==> src/rtl/postdiv_pkg.sv <==
package postdiv_pkg;

    localparam int MAX_SHIFT = 3;
    localparam int CNT_W     = MAX_SHIFT;

    typedef enum logic [1:0] {
        DIV_1 = 2'b00,
        DIV_2 = 2'b01,
        DIV_4 = 2'b10,
        DIV_8 = 2'b11
    } div_code_e;

    typedef struct packed {
        logic            level;
        logic [CNT_W-1:0] cnt;
        div_code_e       code;
    } phase_t;

    // last count value of a half-period: half length minus one
    function automatic logic [CNT_W-1:0] half_last(input div_code_e c);
        logic [CNT_W:0] one_hot;
        one_hot = (CNT_W+1)'(1) << c;
        return CNT_W'(one_hot - 1'b1);
    endfunction

endpackage

==> src/rtl/postdiv_oe_sync.sv <==
module postdiv_oe_sync #(
    parameter int STAGES = 2
) (
    input  logic clk,
    input  logic rst,
    input  logic d,
    output logic q
);
    logic [STAGES-1:0] sr;

    generate
        if (STAGES == 1) begin : g_single
            always_ff @(posedge clk) begin
                if (rst) sr <= '0;
                else     sr <= d;
            end
        end else begin : g_chain
            always_ff @(posedge clk) begin
                if (rst) sr <= '0;
                else     sr <= {sr[STAGES-2:0], d};
            end
        end
    endgenerate

    assign q = sr[STAGES-1];
endmodule

==> src/rtl/postdiv_phase.sv <==
module postdiv_phase
    import postdiv_pkg::*;
(
    input  logic       clk,
    input  logic       rst,
    input  logic [1:0] code_in,
    input  logic       enable,
    output logic       level
);
    phase_t st, st_nx;

    always_comb begin
        st_nx = st;
        if (st.cnt != '0) begin
            st_nx.cnt = st.cnt - 1'b1;
        end else if (st.level) begin
            st_nx.level = 1'b0;
            st_nx.cnt   = half_last(st.code);
        end else if (enable) begin
            st_nx.level = 1'b1;
            st_nx.code  = div_code_e'(code_in);
            st_nx.cnt   = half_last(div_code_e'(code_in));
        end
    end

    always_ff @(posedge clk) begin
        if (rst) begin
            st.level <= 1'b0;
            st.cnt   <= '0;
            st.code  <= DIV_1;
        end else begin
            st <= st_nx;
        end
    end

    assign level = st.level;


    rise_needs_enable_chk: assert property (@(posedge clk) disable iff (rst)
        $rose(st.level) |-> $past(enable));


    fall_at_expiry_chk: assert property (@(posedge clk) disable iff (rst)
        $fell(st.level) |-> $past(st.cnt) == '0);


    code_at_rise_chk: assert property (@(posedge clk) disable iff (rst)
        !$stable(st.code) |-> $rose(st.level));


    parked_stays_chk: assert property (@(posedge clk) disable iff (rst)
        (!st.level && st.cnt == '0 && !enable) |=> !st.level);
endmodule

==> src/rtl/postdiv_out_stage.sv <==
module postdiv_out_stage (
    input  logic clk,
    input  logic rst,
    input  logic level,
    output logic p,
    output logic n
);
    always_ff @(posedge clk) begin
        if (rst) begin
            p <= 1'b0;
            n <= 1'b1;
        end else begin
            p <= level;
            n <= ~level;
        end
    end


    complement_chk: assert property (@(posedge clk) disable iff (rst)
        n == ~p);


    reset_park_chk: assert property (@(posedge clk)
        $past(rst) |-> (!p && n));
endmodule

==> src/rtl/postdiv_gated.sv <==
module postdiv_gated
    import postdiv_pkg::*;
#(
    parameter int SYNC_STAGES = 2
) (
    input  logic       clk,
    input  logic       rst,
    input  logic [1:0] div_sel,
    input  logic       oe,
    output logic       clk_out,
    output logic       clk_out_n
);
    logic oe_s;
    logic level;

    postdiv_oe_sync #(.STAGES(SYNC_STAGES)) u_sync (
        .clk (clk),
        .rst (rst),
        .d   (oe),
        .q   (oe_s)
    );

    postdiv_phase u_phase (
        .clk     (clk),
        .rst     (rst),
        .code_in (div_sel),
        .enable  (oe_s),
        .level   (level)
    );

    postdiv_out_stage u_out (
        .clk (clk),
        .rst (rst),
        .level (level),
        .p   (clk_out),
        .n   (clk_out_n)
    );
endmodule

==> config.mk <==
export PLATFORM = sky130hd
export DESIGN_NAME = postdiv_gated
export DESIGN_NICKNAME = d
export VERILOG_FILES = /design/src/rtl/postdiv_pkg.sv /design/src/rtl/postdiv_oe_sync.sv /design/src/rtl/postdiv_phase.sv /design/src/rtl/postdiv_out_stage.sv /design/src/rtl/postdiv_gated.sv
export SDC_FILE = /design/constraint.sdc
export NUM_CORES = 1
export LEC_CHECK = 0
export BUFFER_PORTS_ARGS = -buffer_cell sky130_fd_sc_hd__buf_2
export CORE_UTILIZATION = 30
export CTS_BUF_LIST = sky130_fd_sc_hd__clkbuf_16
export DETAILED_ROUTE_END_ITERATION = 8
export SLEW_MARGIN = 0
export SYNTH_ARGS = -nofsm -noshare
export SYNTH_HDL_FRONTEND = slang
export SYNTH_SLANG_ARGS = --single-unit
==> constraint.sdc <==
create_clock -name clk -period 2.3 [get_ports clk]
set_input_delay 0.115 -clock clk [delete_from_list [all_inputs] [get_ports clk]]
set_output_delay 0.115 -clock clk [all_outputs]
set_load 0.01 [all_outputs]
After elaboration in Yosys (flattened, before gate mapping):

Index checks and enable logic that the tools add are counted.

* register bits after elaboration: 10
* input bits: 5

* add/sub/neg operators: 3
* shift operators: 2
* mux-type cells: 3
* bitwise logic cells: 2
* reduce and logical (&&, ||, !) cells: 3

Operators with widths (number)
* $sub 3x1->3 const B: 3
* $mux 6: 1
* $reduce_bool 3->1: 2
* $shl 1x2->3 const A: 2
* $mux 4: 1
* $mux 3: 1
* $reduce_and 3->1: 1
* $not 1->1: 2

Logic depth before layout (Yosys ltp):

Gate-level depths: netlist of run 1.

* depth after elaboration: 5
* depth in mapped cells: 5
* depth with buffers taken out: 5

Cells and area by module:

A second synthesis of run 1 with hierarchy kept.

* cells, all modules: 47
* area total of the unflattened synthesis: 461.7 µm²

Modules (own cells, without submodules)
* postdiv_phase: times used 1, cells each 39, area an instance 356.6 µm²
* postdiv_oe_sync: times used 1, cells each 4, area an instance 52.6 µm²
* postdiv_out_stage: times used 1, cells each 4, area an instance 52.6 µm²

Worst setup path before layout of run 1:

No wires, ideal clock.

* path type: reg2reg
* from: register u_phase.st[2] (netlist bit)
* to: register u_phase.st[4] (netlist bit)
* setup time: 0.132 ns
* arrival time: 1.172 ns
* required time: 2.168 ns
* slack: 0.996 ns
* cell stages (with the launch flop): 6
* path buffers: 0
* period minus slack after synthesis: 1.304 ns
* cells stage by stage: dfxtp_1 > inv_1 > ha_1 > and4_1 > o31ai_1 > o41ai_2

* longest elaborated chain between the ends: 2
* elaborated cells on any way between the ends: 4
* classes of those cells: add/sub (1); mux (1); reduce/logical (2)

Ends and longest elaborated chain
* start, declared: RTL line postdiv_phase.sv:10 `phase_t st, st_nx;`
* start signal, assigned: RTL line postdiv_phase.sv:32 `st <= st_nx;`
* $sub 3x1->3 / $reduce_bool 3->1 (equally long branches): RTL line postdiv_phase.sv:15, postdiv_phase.sv:14
* $mux 3 / $reduce_bool 3->1 (equally long branches)

Several ways; a longest one is shown, not always the timed one.
A chain may end at the register's enable or synchronous reset.

Worst setup path after layout of run 1:

Same ends and word-level chain as after synthesis.

==> impl_metrics.py, run 1 <==
metrics = {
    "run_status": {
        "status": "completed",
    },
    "placement": {
        "io_buffer_count": 6,
        "gp_congestion": 0.767,
        "dp_hpwl_um": 564,
    },
    "final_layout": {
        "final_cell_mix": "10 x dfxtp_1, 6 x nor2_1, 6 x buf_2",
        "antenna_cells": 0,
        "nFillCells": 139,
        "final_layout_size_suffix_gt1_share_pct": 20.0,
        "layout.nets": 63,
        "final_common_cell": "dfxtp_1",
        "syn_to_final_growth_pct": 27.6,
    },
    "pwr": {
        "switching_share_pct": 27.0,
        "power_density_mw_per_mm2": 1270,
        "p_clk_share_pct": 41.9,
        "intPower_mw": 0.531,
        "switchingPower_mw": 0.196,
        "power_leakage_nw": 0.244,
        "peakVddDrop_uv": 688,
        "power_frac_comb_pct": 26.6,
        "seqPwrFrac_pct": 31.5,
        "p_total_mw": 0.727,
    },
    "route": {
        "vias": 321,
        "antenna_left": 0,
        "dr.pass1.iters": 2,
        "wl_um": 768,
        "drt_iter0_markers": 7,
        "wl_per_cell_um": 11.0,
        "vias_per_cell": 4.59,
        "route.detailed.drc": 0,
    },
    "clocking": {
        "cts_resized": 0,
        "cts_sinks": 10,
        "clockBufferDepth": 2,
        "numCtsBuffers": 3,
        "cts_tree": "yes",
        "hold_buffers": 0,
        "clk_pin_slew_worst_paths_ns": 0.04,
        "root_buffer": "clkbuf_16",
        "cts_setup_buffers": 0,
        "cts_max_level": 1,
        "clkLatencyLatePin_ns": 0.23,
    },
    "floorplanning": {
        "start_util_pct": 33.3,
        "die-area_mm2": 0.00166,
        "io_pins": 7,
        "die_h_um": 40.7,
        "num_rows": 13,
        "die_w_um": 40.7,
        "coreArea_mm2": 0.00135,
    },
    "yosys": {
        "yosys.area.top_type": "dfxtp_1",
        "synth.distinct_cells": 22,
        "yosys_warnings": 0,
        "avgSynthCellArea_um2": 9.76,
        "syn_nets": 53,
        "syn_inst": 46,
        "synth_top_cell_area_share_pct": 44.6,
        "syn-cell-area_um2": 449,
        "yosysSeqAreaShare_pct": 44.6,
        "ys_seq_elements": 10,
        "synthTopCellsByArea": "dfxtp_1 45%, ha_1 5.6%, nor2_1 5.0%",
    },
    "setup_path": {
        "path_class": "reg2reg",
        "end_kind": "flop",
        "crit_path_max_fanout": 4,
        "cp_data_arrival_time_ns": 1.52,
        "worstPathRequired_ns": 2.40,
        "start_kind": "flop",
    },
    "sta": {
        "tightest_slew_ns": 0.430,
        "grt_setup_unrepaired": "no",
        "max-slew-margin-rel_pct": 70.6,
        "timing.fmax_ghz": 0.705,
        "period_share_pct": 61.7,
        "finalClockSkew_ns": 0.000662,
        "setup_violations": 0,
        "tns_ns": 0,
        "finalHoldViolCount": 0,
        "period_needed_ns": 1.42,
        "slew_violations": 0,
    },
    "global_route": {
        "grt_usage_pct": 13.8,
        "grt_max_degree": 11,
        "antenna_found_initial": 0,
        "grt_overflow": 0,
        "grt_pass1_vias": 302,
        "grt_first_pass_wirelength_mm": 1.32,
    },
    "flow_run": {
        "maxCapViolCount": 0,
    },
    "min_path": {
        "hold_path.class": "in2reg",
    },
}
==> critical path: stages, from the launching register on <==
cell,delay (ns)
dfxtp_1,0.34
inv_1,0.07
ha_1,0.25
and4_1,0.22
o31ai_1,0.28
o41ai_2,0.13
==> per-layer routing <==
| metal | share of wire, % | GRT usage [%] |
|---|---|---|
| met1 | 50 | 16.7 |
| met4 | 3.3 | 10.0 |
| met2 | 41 | 17.5 |
| met3 | 5.6 | 8.15 |
| met5 | 0 | 0 |
==> final timing paths <==
check,from,to,slack [ns],depth (start not counted)
max,u_phase.st[2],u_phase.st[4],0.88,5
min,oe,u_sync.sr[0],0.1,2
min reg2reg,u_sync.sr[0],u_sync.sr[1],0.43,1
max reg2reg,u_phase.st[2],u_phase.st[4],0.88,5
==> per-stage QoR <==
stage / cells / hold WS (ns) / instance area [um2] / setup WS [ns] / util [%]
floorplan: 46 / 0.243 / 449 / 0.996 / -
global placement: 66 / 0.333 / 494 / 0.876 / 36.6
detailed placement: 66 / 0.334 / 494 / 0.869 / 36.6
CTS: 70 / 0.0884 / 573 / 0.857 / 42.4
global route: 70 / 0.0871 / 573 / 0.712 / 42.4
finish: 70 / 0.0998 / 573 / 0.882 / 42.4
==> cell usage after synthesis <==
cell and instances:
dfxtp_1 10, nor2_1 6, a21oi_1 4, inv_1 4, nor2b_1 3, ha_1 2, mux2i_1 2, a2111oi_0 1
a2111oi_1 1, and2_1 1, and2b_1 1, and4_1 1, and4bb_1 1, clkbuf_1 1, nand2_1 1, nand2b_1 1
nand2b_4 1, o211a_1 1, o31ai_1 1, o41ai_2 1, or2_1 1, or3_1 1
==> sequential cells by signal, summed over array words and instances, names as in the netlist <==
register / cells
u_phase.st: 5
u_sync.sr: 2
u_out.n: 1
u_out.p: 1
u_phase.level: 1
==> area by class of cell <==
type                            count  area [um2]  area share (%)
Inverter                            4        15.0            2.62
Sequential cell                    10         200            34.9
Tap cell                           15        18.8            3.28
Multi-Input combinational cell     31         230            40.2
Clock buffer                        3        75.1            13.1
Timing Repair Buffer                6        30.0            5.24
Clock inverter                      1        3.75           0.655
==> power groups by stage <==
| stage | Sequential, mW | Clock, mW | Combinational (mW) |
|---|---|---|---|
| after floorplan | 0.228 | 0 | 0.162 |
| after global placement | 0.233 | 0 | 0.192 |
| after detailed placement | 0.232 | 0 | 0.194 |
| after CTS | 0.229 | 0.312 | 0.195 |
| after global routing | 0.236 | 0.328 | 0.220 |
| final | 0.229 | 0.304 | 0.193 |
==> cell families (layout without fill, tap and decap cells) <==
group,Yosys count,in the layout,synth area share (%)
simple gates,18,18,25.1
buf+inv,5,14,4.18
compound gates,9,9,16.2
mux,2,2,4.46
flops,10,10,44.6
fa+ha+maj,2,2,5.57
No activity file was read; power rests on OpenSTA's default activity.
==> run 2: changes to the inputs <==
- clock period: 2.3 -> 1.2 ns (I/O delays scaled with it)
==> run 2 against run 1 <==
Against the previous run:
- the flow now finishes with violations (negative setup slack)
- combinational power grew to 3.5 times the previous value
- fmax is 17% higher
- core utilization is 7.0 points higher
- clock power is 90% higher
- via count is 16% higher
- sequential share of layout area is 4.4 points lower
- sequential power is 100% higher
- die area stayed put
- largest cell class unchanged
- highest routed layer unchanged
==> impl_metrics.py, run 2 (synthesized netlist as in run 1, its figures left out) <==
metrics = {
    "clocking": {
        "cts_sinks": 10,
        "clockBufferDepth": 2,
        "hold_buffers": 0,
        "root_buffer": "clkbuf_16",
        "clk_pin_slew_worst_paths_ns": 0.04,
        "cts_tree": "yes",
        "clkLatencyLatePin_ns": 0.23,
        "numCtsBuffers": 3,
        "cts_max_level": 1,
    },
    "flow_run": {
        "maxCapViolCount": 0,
    },
    "sta": {
        "period_needed_ns": 1.21,
        "setup_violations": 3,
        "finalHoldViolCount": 0,
        "period_share_pct": 101,
        "tightest_slew_ns": 0.317,
        "grt_setup_unrepaired": "yes",
        "max-slew-margin-rel_pct": 78.8,
        "timing.fmax_ghz": 0.824,
        "finalClockSkew_ns": 0.00302,
        "setup_slack_ns": -0.0141,
        "slew_violations": 0,
    },
    "run_status": {
        "status": "finished with violations",
        "violations": "negative setup slack",
    },
    "global_route": {
        "grt_first_pass_wirelength_mm": 1.47,
        "grt_pass1_vias": 341,
        "grt_usage_pct": 14.3,
        "grt_max_degree": 11,
        "grt_overflow": 0,
        "antenna_found_initial": 0,
    },
    "setup_path": {
        "worstPathRequired_ns": 1.32,
        "end_kind": "flop",
        "start_kind": "flop",
        "crit_path_max_fanout": 7,
        "path_class": "reg2reg",
        "cp_data_arrival_time_ns": 1.34,
    },
    "final_layout": {
        "ff_latch_area_um2": 204,
        "multiInputGateArea_um2": 275,
        "reg_top3": "u_phase.st x5, u_sync.sr x2",
        "nFillCells": 122,
        "antenna_cells": 0,
        "largest_reg_flops": 5,
        "syn_to_final_growth_pct": 48.5,
        "final_cell_mix": "7 x dfxtp_1, 6 x buf_2, 6 x buf_4",
        "layout.nets": 69,
        "final_common_cell": "dfxtp_1",
        "largest-register": "u_phase.st",
        "final_layout_size_suffix_gt1_share_pct": 47.5,
    },
    "floorplanning": {
        "coreArea_mm2": 0.00135,
        "die_h_um": 40.7,
        "die_w_um": 40.7,
        "num_rows": 13,
        "die-area_mm2": 0.00166,
        "io_pins": 7,
        "start_util_pct": 33.3,
    },
    "route": {
        "wl_um": 898,
        "dr.pass1.iters": 4,
        "drt_iter0_markers": 10,
        "vias": 372,
        "wl_per_cell_um": 11.8,
        "antenna_left": 0,
        "route.detailed.drc": 0,
        "vias_per_cell": 4.89,
    },
    "pwr": {
        "peakVddDrop_uv": 1230,
        "power_frac_comb_pct": 39.2,
        "p_total_mw": 1.71,
        "seqPwrFrac_pct": 26.9,
        "power_leakage_nw": 0.276,
        "p_clk_share_pct": 33.9,
        "switching_share_pct": 28.1,
        "switchingPower_mw": 0.480,
        "power_density_mw_per_mm2": 2560,
        "intPower_mw": 1.23,
    },
    "placement": {
        "io_buffer_count": 6,
        "gp_congestion": 0.778,
        "post-place-ws_ns": -0.0719,
    },
    "min_path": {
        "hold_path.class": "in2reg",
    },
}
[run 2: changes by cell type in the layout (fill, tap and decap cells not counted), sizes merged]
cell and change:
buf +6
[run 2: area by class of cell]
class,instances,area share [%]
clock buffer,3,11.3
clock inverter,1,0.563
inverter,4,2.25
multi-input combinational,31,41.3
sequential,10,30.6
tap,15,2.81
timing repair buffer,12,11.3
[run 2: path summary, 6_finish.rpt]
kind	start	slack, ns	depth (start not counted)	end
max	u_phase.st[3]	-0.01	5	u_phase.st[2]
min	oe	0.05	2	u_sync.sr[0]
max reg2reg	u_phase.st[3]	-0.01	5	u_phase.st[2]
min reg2reg	u_sync.sr[0]	0.44	1	u_sync.sr[1]
[run 2: worst max-delay path, cell delays in order (launching register included)]
cell	delay (ns)
dfxtp_2	0.32
inv_2	0.07
ha_4	0.16
nand2b_4	0.09
or2_4	0.25
o211a_1	0.21
[run 2: power by group through the flow]
stage / registers [mW] / logic, mW / clock network, mW
detailed placement: 0.455 / 0.565 / 0
floorplan: 0.449 / 0.384 / 0
finish: 0.459 / 0.669 / 0.579
global route: 0.467 / 0.724 / 0.618
CTS: 0.456 / 0.623 / 0.600
global placement: 0.453 / 0.577 / 0
[run 2: layer usage]
| layer | GRT usage [%] | wire (um) | part of all wire, % | vias to the layer above |
|---|---|---|---|---|
| met3 | 4.89 | 42 | 4.7 | 2 |
| met1 | 16.1 | 405 | 45 | 172 |
| met5 | 0 | 0 | 0 | - |
| li1 | - | - | - | 188 |
| met2 | 22.6 | 434 | 48 | 10 |
| met4 | 10.0 | 16 | 1.8 | 0 |
[run 2: repair_timing]
| item | CTS | global route |
|---|---|---|
| endpoints found under the hold margin | 0 | 0 |
| resized for setup | 4 | 4 |
| pin swaps | 4 | 6 |
| setup endpoints to repair | 5 | 6 |
| setup buffers | 1 | 1 |
[run 2: metrics by stage]
stage | setup TNS, ns | hold slack (ns) | util, % | cells | area [um2]
6_report | -0.0236 | 0.0470 | 49.4 | 76 | 667
5_1_grt | -0.267 | 0.0718 | 49.4 | 76 | 667
4_1_cts | -0.00683 | 0.0523 | 47.4 | 75 | 639
3_5_place_dp | -0.192 | 0.298 | 40.7 | 70 | 549
3_3_place_gp | -0.107 | 0.273 | 40.7 | 70 | 549
2_1_floorplan | 0 | 0.188 | - | 46 | 474
